<file path="src/rtl/gcd_pkg.sv">
// Package: shared types for the GCD engine.
// Assumes: 4-bit state codes; the numbering is fixed by the controller table.
package gcd_pkg;

    // Controller states, numbered in table order (join states included)
    typedef enum logic [3:0] {
        ST_BOOT   = 4'd0,
        ST_POLL   = 4'd1,
        ST_POLL_J = 4'd2,
        ST_LOAD_A = 4'd3,
        ST_LOAD_B = 4'd4,
        ST_LOOP   = 4'd5,
        ST_CMP    = 4'd6,
        ST_SUB_B  = 4'd7,
        ST_SUB_A  = 4'd8,
        ST_CMP_J  = 4'd9,
        ST_LOOP_J = 4'd10,
        ST_EMIT   = 4'd11,
        ST_EMIT_J = 4'd12
    } gcd_state_t;

    // Strobes from the controller to the datapath
    typedef struct packed {
        logic a_pick;   // 0: operand input, 1: a - b
        logic a_load;
        logic b_pick;   // 0: operand input, 1: b - a
        logic b_load;
        logic r_pick;   // 0: a, 1: b
        logic r_load;
    } gcd_ctrl_t;

    // Status flags from the datapath to the controller
    typedef struct packed {
        logic differ;
        logic a_below;
        logic a_zero;
        logic b_zero;
    } gcd_flags_t;

endpackage

</file>
<file path="src/rtl/gcd_load_reg.sv">
// Module: W-bit register with load enable and synchronous active-low clear.
// Assumes: the clear takes priority over the load.
module gcd_load_reg #(
    parameter int W = 8
) (
    input  logic         clk,
    input  logic         rst_n,
    input  logic         ld,
    input  logic [W-1:0] d,
    output logic [W-1:0] q
);

    // Hold the value, replace it on load, clear it on reset
    always_ff @(posedge clk) begin
        if (!rst_n)
            q <= '0;
        else if (ld)
            q <= d;
    end

endmodule

</file>
<file path="src/rtl/gcd_datapath.sv">
// Module: GCD datapath with two working registers, two subtractors,
// the comparators and the result register with its valid flag.
// Assumes: the controller asserts a subtract strobe only when the
// subtrahend is the smaller value, so no subtraction wraps.
module gcd_datapath
    import gcd_pkg::*;
#(
    parameter int W = 8
) (
    input  logic         clk,
    input  logic         rst_n,
    input  logic [W-1:0] opa,
    input  logic [W-1:0] opb,
    input  gcd_ctrl_t    ctrl,
    output gcd_flags_t   flags,
    output logic [W-1:0] a_val,
    output logic [W-1:0] b_val,
    output logic [W-1:0] result,
    output logic         result_vld
);

    logic [W-1:0] a_diff;
    logic [W-1:0] b_diff;
    logic [W-1:0] a_next;
    logic [W-1:0] b_next;
    logic [W-1:0] r_next;

    // Subtractors: one per working register
    always_comb begin
        a_diff = a_val - b_val;
        b_diff = b_val - a_val;
    end

    // Input selects of the working registers and the result register
    always_comb begin
        a_next = ctrl.a_pick ? a_diff : opa;
        b_next = ctrl.b_pick ? b_diff : opb;
        r_next = ctrl.r_pick ? b_val  : a_val;
    end

    // Comparators feeding the controller
    always_comb begin
        flags.differ  = (a_val != b_val);
        flags.a_below = (a_val <  b_val);
        flags.a_zero  = (a_val == '0);
        flags.b_zero  = (b_val == '0);
    end

    gcd_load_reg #(.W(W)) u_reg_a (
        .clk (clk), .rst_n (rst_n), .ld (ctrl.a_load), .d (a_next), .q (a_val)
    );

    gcd_load_reg #(.W(W)) u_reg_b (
        .clk (clk), .rst_n (rst_n), .ld (ctrl.b_load), .d (b_next), .q (b_val)
    );

    gcd_load_reg #(.W(W)) u_reg_r (
        .clk (clk), .rst_n (rst_n), .ld (ctrl.r_load), .d (r_next), .q (result)
    );

    // Valid flag: high in the cycle after the result is written
    always_ff @(posedge clk) begin
        if (!rst_n)
            result_vld <= 1'b0;
        else
            result_vld <= ctrl.r_load;
    end

endmodule

</file>
<file path="src/rtl/gcd_controller.sv">
// Module: GCD controller that walks a fixed 13-state table and turns
// each state into datapath strobes.
// Assumes: the flags describe the working registers as they are in the
// current cycle; a zero operand ends the loop at once.
module gcd_controller
    import gcd_pkg::*;
(
    input  logic       clk,
    input  logic       rst_n,
    input  logic       start,
    input  gcd_flags_t flags,
    output gcd_ctrl_t  ctrl,
    output gcd_state_t state_q
);

    gcd_state_t state_d;
    logic       loop_exit;

    // Loop ends on equality or when either value is zero
    always_comb begin
        loop_exit = !flags.differ || flags.a_zero || flags.b_zero;
    end

    // Next-state table
    always_comb begin
        state_d = state_q;
        case (state_q)
            ST_BOOT:   state_d = ST_POLL;
            ST_POLL:   state_d = start ? ST_LOAD_A : ST_POLL_J;
            ST_POLL_J: state_d = ST_POLL;
            ST_LOAD_A: state_d = ST_LOAD_B;
            ST_LOAD_B: state_d = ST_LOOP;
            ST_LOOP:   state_d = loop_exit ? ST_EMIT : ST_CMP;
            ST_CMP:    state_d = flags.a_below ? ST_SUB_B : ST_SUB_A;
            ST_SUB_B:  state_d = ST_CMP_J;
            ST_SUB_A:  state_d = ST_CMP_J;
            ST_CMP_J:  state_d = ST_LOOP_J;
            ST_LOOP_J: state_d = ST_LOOP;
            ST_EMIT:   state_d = ST_EMIT_J;
            ST_EMIT_J: state_d = ST_BOOT;
            default:   state_d = ST_BOOT;
        endcase
    end

    // State register
    always_ff @(posedge clk) begin
        if (!rst_n)
            state_q <= ST_BOOT;
        else
            state_q <= state_d;
    end

    // Strobes issued in each state
    always_comb begin
        ctrl = '0;
        case (state_q)
            ST_LOAD_A: ctrl.a_load = 1'b1;
            ST_LOAD_B: ctrl.b_load = 1'b1;
            ST_SUB_B: begin
                ctrl.b_pick = 1'b1;
                ctrl.b_load = 1'b1;
            end
            ST_SUB_A: begin
                ctrl.a_pick = 1'b1;
                ctrl.a_load = 1'b1;
            end
            ST_EMIT: begin
                ctrl.r_pick = flags.a_zero;
                ctrl.r_load = 1'b1;
            end
            default: ctrl = '0;
        endcase
    end

endmodule

</file>
<file path="src/rtl/gcd_engine.sv">
// Module: top of the subtractive GCD engine, joining the controller and
// the datapath.
// Assumes: the operands are held from the start request until the second
// working register has been loaded.
module gcd_engine
    import gcd_pkg::*;
#(
    parameter int W = 8
) (
    input  logic         clk,
    input  logic         rst_n,
    input  logic         start_i,
    input  logic [W-1:0] opa_i,
    input  logic [W-1:0] opb_i,
    output logic [W-1:0] result_o,
    output logic         result_vld_o
);

    gcd_ctrl_t    ctrl;
    gcd_flags_t   flags;
    gcd_state_t   state_q;
    logic [W-1:0] a_val;
    logic [W-1:0] b_val;

    gcd_controller u_ctrl (
        .clk     (clk),
        .rst_n   (rst_n),
        .start   (start_i),
        .flags   (flags),
        .ctrl    (ctrl),
        .state_q (state_q)
    );

    gcd_datapath #(.W(W)) u_dp (
        .clk        (clk),
        .rst_n      (rst_n),
        .opa        (opa_i),
        .opb        (opb_i),
        .ctrl       (ctrl),
        .flags      (flags),
        .a_val      (a_val),
        .b_val      (b_val),
        .result     (result_o),
        .result_vld (result_vld_o)
    );

endmodule

</file>
<file path="config.mk">
export PLATFORM = sky130hd
export DESIGN_NAME = gcd_engine
export DESIGN_NICKNAME = d
export VERILOG_FILES = /design/src/rtl/gcd_pkg.sv /design/src/rtl/gcd_load_reg.sv /design/src/rtl/gcd_datapath.sv /design/src/rtl/gcd_controller.sv /design/src/rtl/gcd_engine.sv
export SDC_FILE = /design/constraint.sdc
export NUM_CORES = 1
export LEC_CHECK = 0
export BUFFER_PORTS_ARGS = -buffer_cell sky130_fd_sc_hd__buf_4
export CORE_AREA = 3 3 81 83
export DETAILED_ROUTE_END_ITERATION = 6
export DIE_AREA = 0 0 84 86
export GPL_ROUTABILITY_DRIVEN = 0
export MAX_ROUTING_LAYER = met4
export SYNTH_ARGS = -nofsm -noshare
export SYNTH_HDL_FRONTEND = slang
export SYNTH_SLANG_ARGS = --single-unit
</file>
<file path="constraint.sdc">
create_clock -name clk -period 4.9 [get_ports clk]
set_input_delay 0.245 -clock clk [delete_from_list [all_inputs] [get_ports clk]]
set_output_delay 0.245 -clock clk [all_outputs]
set_load 0.01 [all_outputs]
</file>
After elaboration in Yosys (flattened, before gate mapping)
Cells that the tools add are included.

Output and inout port bits: 9. Bits of input ports: 19. Register bits after elaboration: 29.

$lt $le $gt $ge: 1. Reductions and logical operators: 11. Equality and inequality tests: 12. Mux-type cells: 12. Add/subtract/negate cells: 2.

Operators by type and width (count): 4-bit one-hot mux with 9 select lines (1); 8-bit 2-to-1 mux (3); 4-bit by 3-bit equality test with 1-bit output, second input constant (4); 4-bit equality test, second input constant (4); 8-bit zero test (2); 8-bit subtractor (2); 2-bit OR reduction (5); 4-bit by 2-bit equality test with 1-bit output, second input constant (2); 8-bit less-than comparator (1); 4-bit 2-to-1 mux (2); 8-bit inequality test (1); 1-bit 2-to-1 mux (5); 4-bit by 1-bit equality test with 1-bit output, second input constant (1); 4-bit zero test (1); 1-bit logical OR (2); 2-bit 2-to-1 mux (1); 1-bit zero test (1).

Logic depth before layout (Yosys ltp)
Depth in word-level cells: 6. Gate-level depth with buffers: 8.

By module
From an unflattened synthesis, not the netlist that was laid out.

Cell total of the unflattened synthesis: 262. Area, all modules: 2224.6 um^2.

By module, submodules not included: gcd_datapath (cells each 148, instances 1, area each 1026.0 um^2); gcd_load_reg (cells each 25, instances 3, area each 301.5 um^2); gcd_controller (cells each 39, instances 1, area each 294.0 um^2).

Worst setup path before layout
No wires, ideal clock.

Path kind: register to register. From: register u_dp.u_reg_a.q[4]. To: register u_ctrl.state_q[3]. Setup slack: 3.017 ns. Required time: 4.785 ns. Data arrival time: 1.768 ns. Period minus slack after synthesis: 1.883 ns. Stages on the path, launching flop included: 9. Cells stage by stage: dfxtp_1 -> inv_1 -> ha_1 -> buf_2 -> nand4_2 -> nor2_1 -> or3_4 -> o31a_1 -> o21a_1.

Word-level cells in the longest chain between the ends: 6. Elaborated cells between the ends (all ways): 9. Classes of those cells: order compare: 1; eq/ne: 1; mux: 3; reduce/logical: 4.

Ends and longest elaborated chain: from (decl) (line gcd_load_reg.sv:10) `output logic [W-1:0] q`; from (signal assigned) (line gcd_load_reg.sv:16) `q <= '0;`; from (signal assigned) (line gcd_load_reg.sv:18) `q <= d;`; parallel branches: the longest is 5 deep, another holds 8-bit less-than comparator; 4-bit one-hot mux with 9 select lines * (line gcd_controller.sv:27) `case (state_q)`; to (signal assigned) (line gcd_controller.sv:50) `state_q <= state_d;`; to (decl) (line gcd_controller.sv:13) `output gcd_state_t state_q`.

Mark *: on every way between the ends. A chain may end at the register's enable or synchronous reset.

Final worst setup path
From: register u_dp.u_reg_a.q[0]. To: register u_ctrl.state_q[0].

Same word-level chain as after synthesis.

==> results.md <==
* Slowest Stage Delay on Critical Path at 0.39 ns
* Reg2reg end: u_ctrl.state_q[0]
* Worst Path Required at 5.06 ns
* Post-synth ARST share at 0%
* Post-Synth Simple-Gate Area at 23.0%
* Crit Path Class: flop to flop
* TritonCTS clock tree: built
* First-pass GRT wire length at 9.75 mm
* Placed cell area at 0.00230 mm²
* WL final at 5.79 mm
* Vias per Instance at 5.47
* Drt wl/cell at 16.2 µm
* PostCTS Resize Cnt at 0
* Ys flop type: dfxtp_1
* CTS clock-pin slew for the worst setup and hold paths at 0.07 ns
* Layout cells sized above 1 at 17.0%
* Multiplexer share of the synthesized area at 1.03%
* Iter 0 DRT Violations at 146
* Worst Max-Slew Pin Slew at 0.764 ns
* Final Util at 40.8%
* Layout Skew at 0.00641 ns
* Hold Path Depth at 3
* Status: completed
* Setup violations, final at 0
* Clock Tree Root: clkbuf_8
* Fin crit period at 2.13 ns
* Critical Path Sink Type: flop
* Layout Cells excl Fill at 358
* Std-Cell Rows at 28
* Post-route cell area at 0.00241 mm²
* Element type at the critical path start: flop
* Vias at 1958
* CTS buffer count at 5
* Worst slew margin at 48.9%
* ANT cells at 0
* Pre-CTS setup slack at 2.79 ns
* Final worst slack at 2.77 ns
* Most frequent cells in the layout: 29 x dfxtp_1, 27 x buf_4, 26 x a21oi_1
* Launch point of the worst path: u_dp.u_reg_a.q[0]
* Slew Viols, Final at 0
* Syn Inst Count at 261
* Die area at 0.00722 mm²
* Pwr per Cell Area at 282 mW/mm²
* Fin crit share at 43.5%
* Crit path to: u_ctrl.state_q[0]
* Reg2reg start: u_dp.u_reg_a.q[0]
* RSZ-0062 raised after global routing: false
* Chip height at 86 µm
* Slowest-stage cell, CP: fa_1
* DRT Pass-1 Iters at 4
* Synth Area in Adders at 11.0%
* Cell Area, Synth at 0.00207 mm²
* Clk sinks at 29
* Initial antenna violation count at 0
* Nets at 318
* Skew-Pair Late Insertion Delay at 0.29 ns
* # H-tree levels at 2
* CORE AREA at 0.00592 mm²
* Setup TNS at 0 ns
* Fillers at 624
* Pin count of the biggest net entering global routing at 24
* Largest family of logic cells by synthesized area: compound AO/OA/AOI/OAI gates
* CP max FO at 3
* Seq cells post-synth at 29
* Compound-Gate Fraction of Synth Area at 28.3%
* Starting Density at 34.9%
* Leakage power at 0.984 nW
* # Post-CTS Setup Buffers at 0
* Detail Placement HPWL at 4.40 mm
* CP most frequent cell: o22ai_1
* Hold buffer count at CTS at 0
* VDD IR-drop max at 0.125 mV
* Crit path arrival time at 2.29 ns
* Antenna viol nets, final at 0
* Vias in the first global route at 1925
* Post-synth EDFFs at 0
* Final hold vios at 0
* Mapped Nets at 297
* Post-synthesis xor/xnor area fraction at 2.12%
* Synth Area per Inst at 7.91 µm²
* Fmax at 469 MHz
* Placed instance count at 350
* DRC viols at 0
* Max_cap viols at 0
* Overall routing resource usage at 17.5%
* I/O Buffers at 27
* Synthesis warning total at 0
* R2R depth at 8
* Hold crit path type: primary input to flop
* Synth unique cells at 56
* Clock tree buffer depth at 2
* Area grow syn2layout at 16.8%
* Commonest non-fill, non-tap cell in the layout: dfxtp_1
* Grt total ovfl at 0
* Width of the die at 84 µm
* Reg-to-reg slack, setup at 2.77 ns
* Sequential-to-total area share from yosys stat at 28.1%
* Cell Chain, Critical Path: inv_1 > ha_1 > fa_1 > nor2b_1 > o31a_1 > o22ai_1 > a21oi_1 > o22ai_1
* # IOs at 28
worst min-delay path by stage:
stage               slack [ns]           endpoint         startpoint
CTS                       0.24  u_dp.u_reg_b.q[4]           opb_i[4]
finish                    0.24  u_dp.u_reg_b.q[4]           opb_i[4]
detailed placement        0.52  u_dp.u_reg_r.q[7]  u_dp.u_reg_r.q[7]
floorplan                 0.40  u_dp.u_reg_b.q[3]           opb_i[3]
global placement          0.51  u_dp.u_reg_r.q[7]  u_dp.u_reg_r.q[7]
global route              0.25  u_dp.u_reg_b.q[4]           opb_i[4]
worst max-delay path: cells and delay by family (launching register included):
family          cells  cell delay [ns]
simple gates        1             0.23
fa+ha+maj           2             0.61
flops               1             0.37
buf+inv             1             0.10
compound gates      4             0.70
sequential cells by signal, summed over array words and instances (netlist names):
register,cells
u_dp.u_reg_b.q,8
u_dp.result_vld,1
u_dp.u_reg_a.q,8
u_dp.u_reg_r.q,8
u_ctrl.state_q,4
metal layers:
metal	vias up	part of all wire (%)	GRT usage, %
met4	0	1.3	4.68
met3	9	5.5	3.75
met2	48	47	28.5
met1	913	46	22.1
met5	-	0	-
li1	988	-	-
cells in the mapped netlist (5+ instances only):
cell type | count | area [µm²]
nor2_1 | 24 | 90.1
o21ai_0 | 16 | 80.1
nor3_1 | 5 | 25.0
o22ai_1 | 5 | 31.3
a21oi_1 | 26 | 130
dfxtp_1 | 29 | 581
a211oi_1 | 12 | 90.1
a31oi_1 | 10 | 62.6
buf_2 | 10 | 50.1
nor2b_1 | 7 | 43.8
xor2_1 | 5 | 43.8
nand2_1 | 17 | 63.8
ha_1 | 15 | 188
inv_1 | 17 | 63.8
power by group:
group          switching, mW  total [mW]  internal (mW)
Combinational         0.0894       0.157         0.0678
Clock                  0.101       0.267          0.166
Sequential            0.0142       0.257          0.243
layout make-up:
type                       instances  area [µm²]  area share (%)
sequential                        29         581            24.1
timing repair buffer              27         203            8.40
multi-input combinational        201        1350            56.0
clock buffer                       7        86.3            3.58
tap                               75        93.8            3.89
inverter                          18        67.6            2.80
clock inverter                     1        30.0            1.24
cell families after synthesis:
kind of cell | Yosys count
muxes | 2
AOI/OAI and AO/OA | 93
and+or+nand+nor | 84
xor gates and xnor gates | 5
buffers and inverters | 31
adders and majority gates | 17
DFF | 29
stage by stage:
stage               total power [mW]  hold slack (ns)
global route                   0.713            0.249
detailed placement             0.418            0.523
floorplan                      0.374            0.401
CTS                            0.683            0.239
finish                         0.681            0.243
global placement               0.416            0.512
Note: power is estimated with default switching activity, not from simulation.
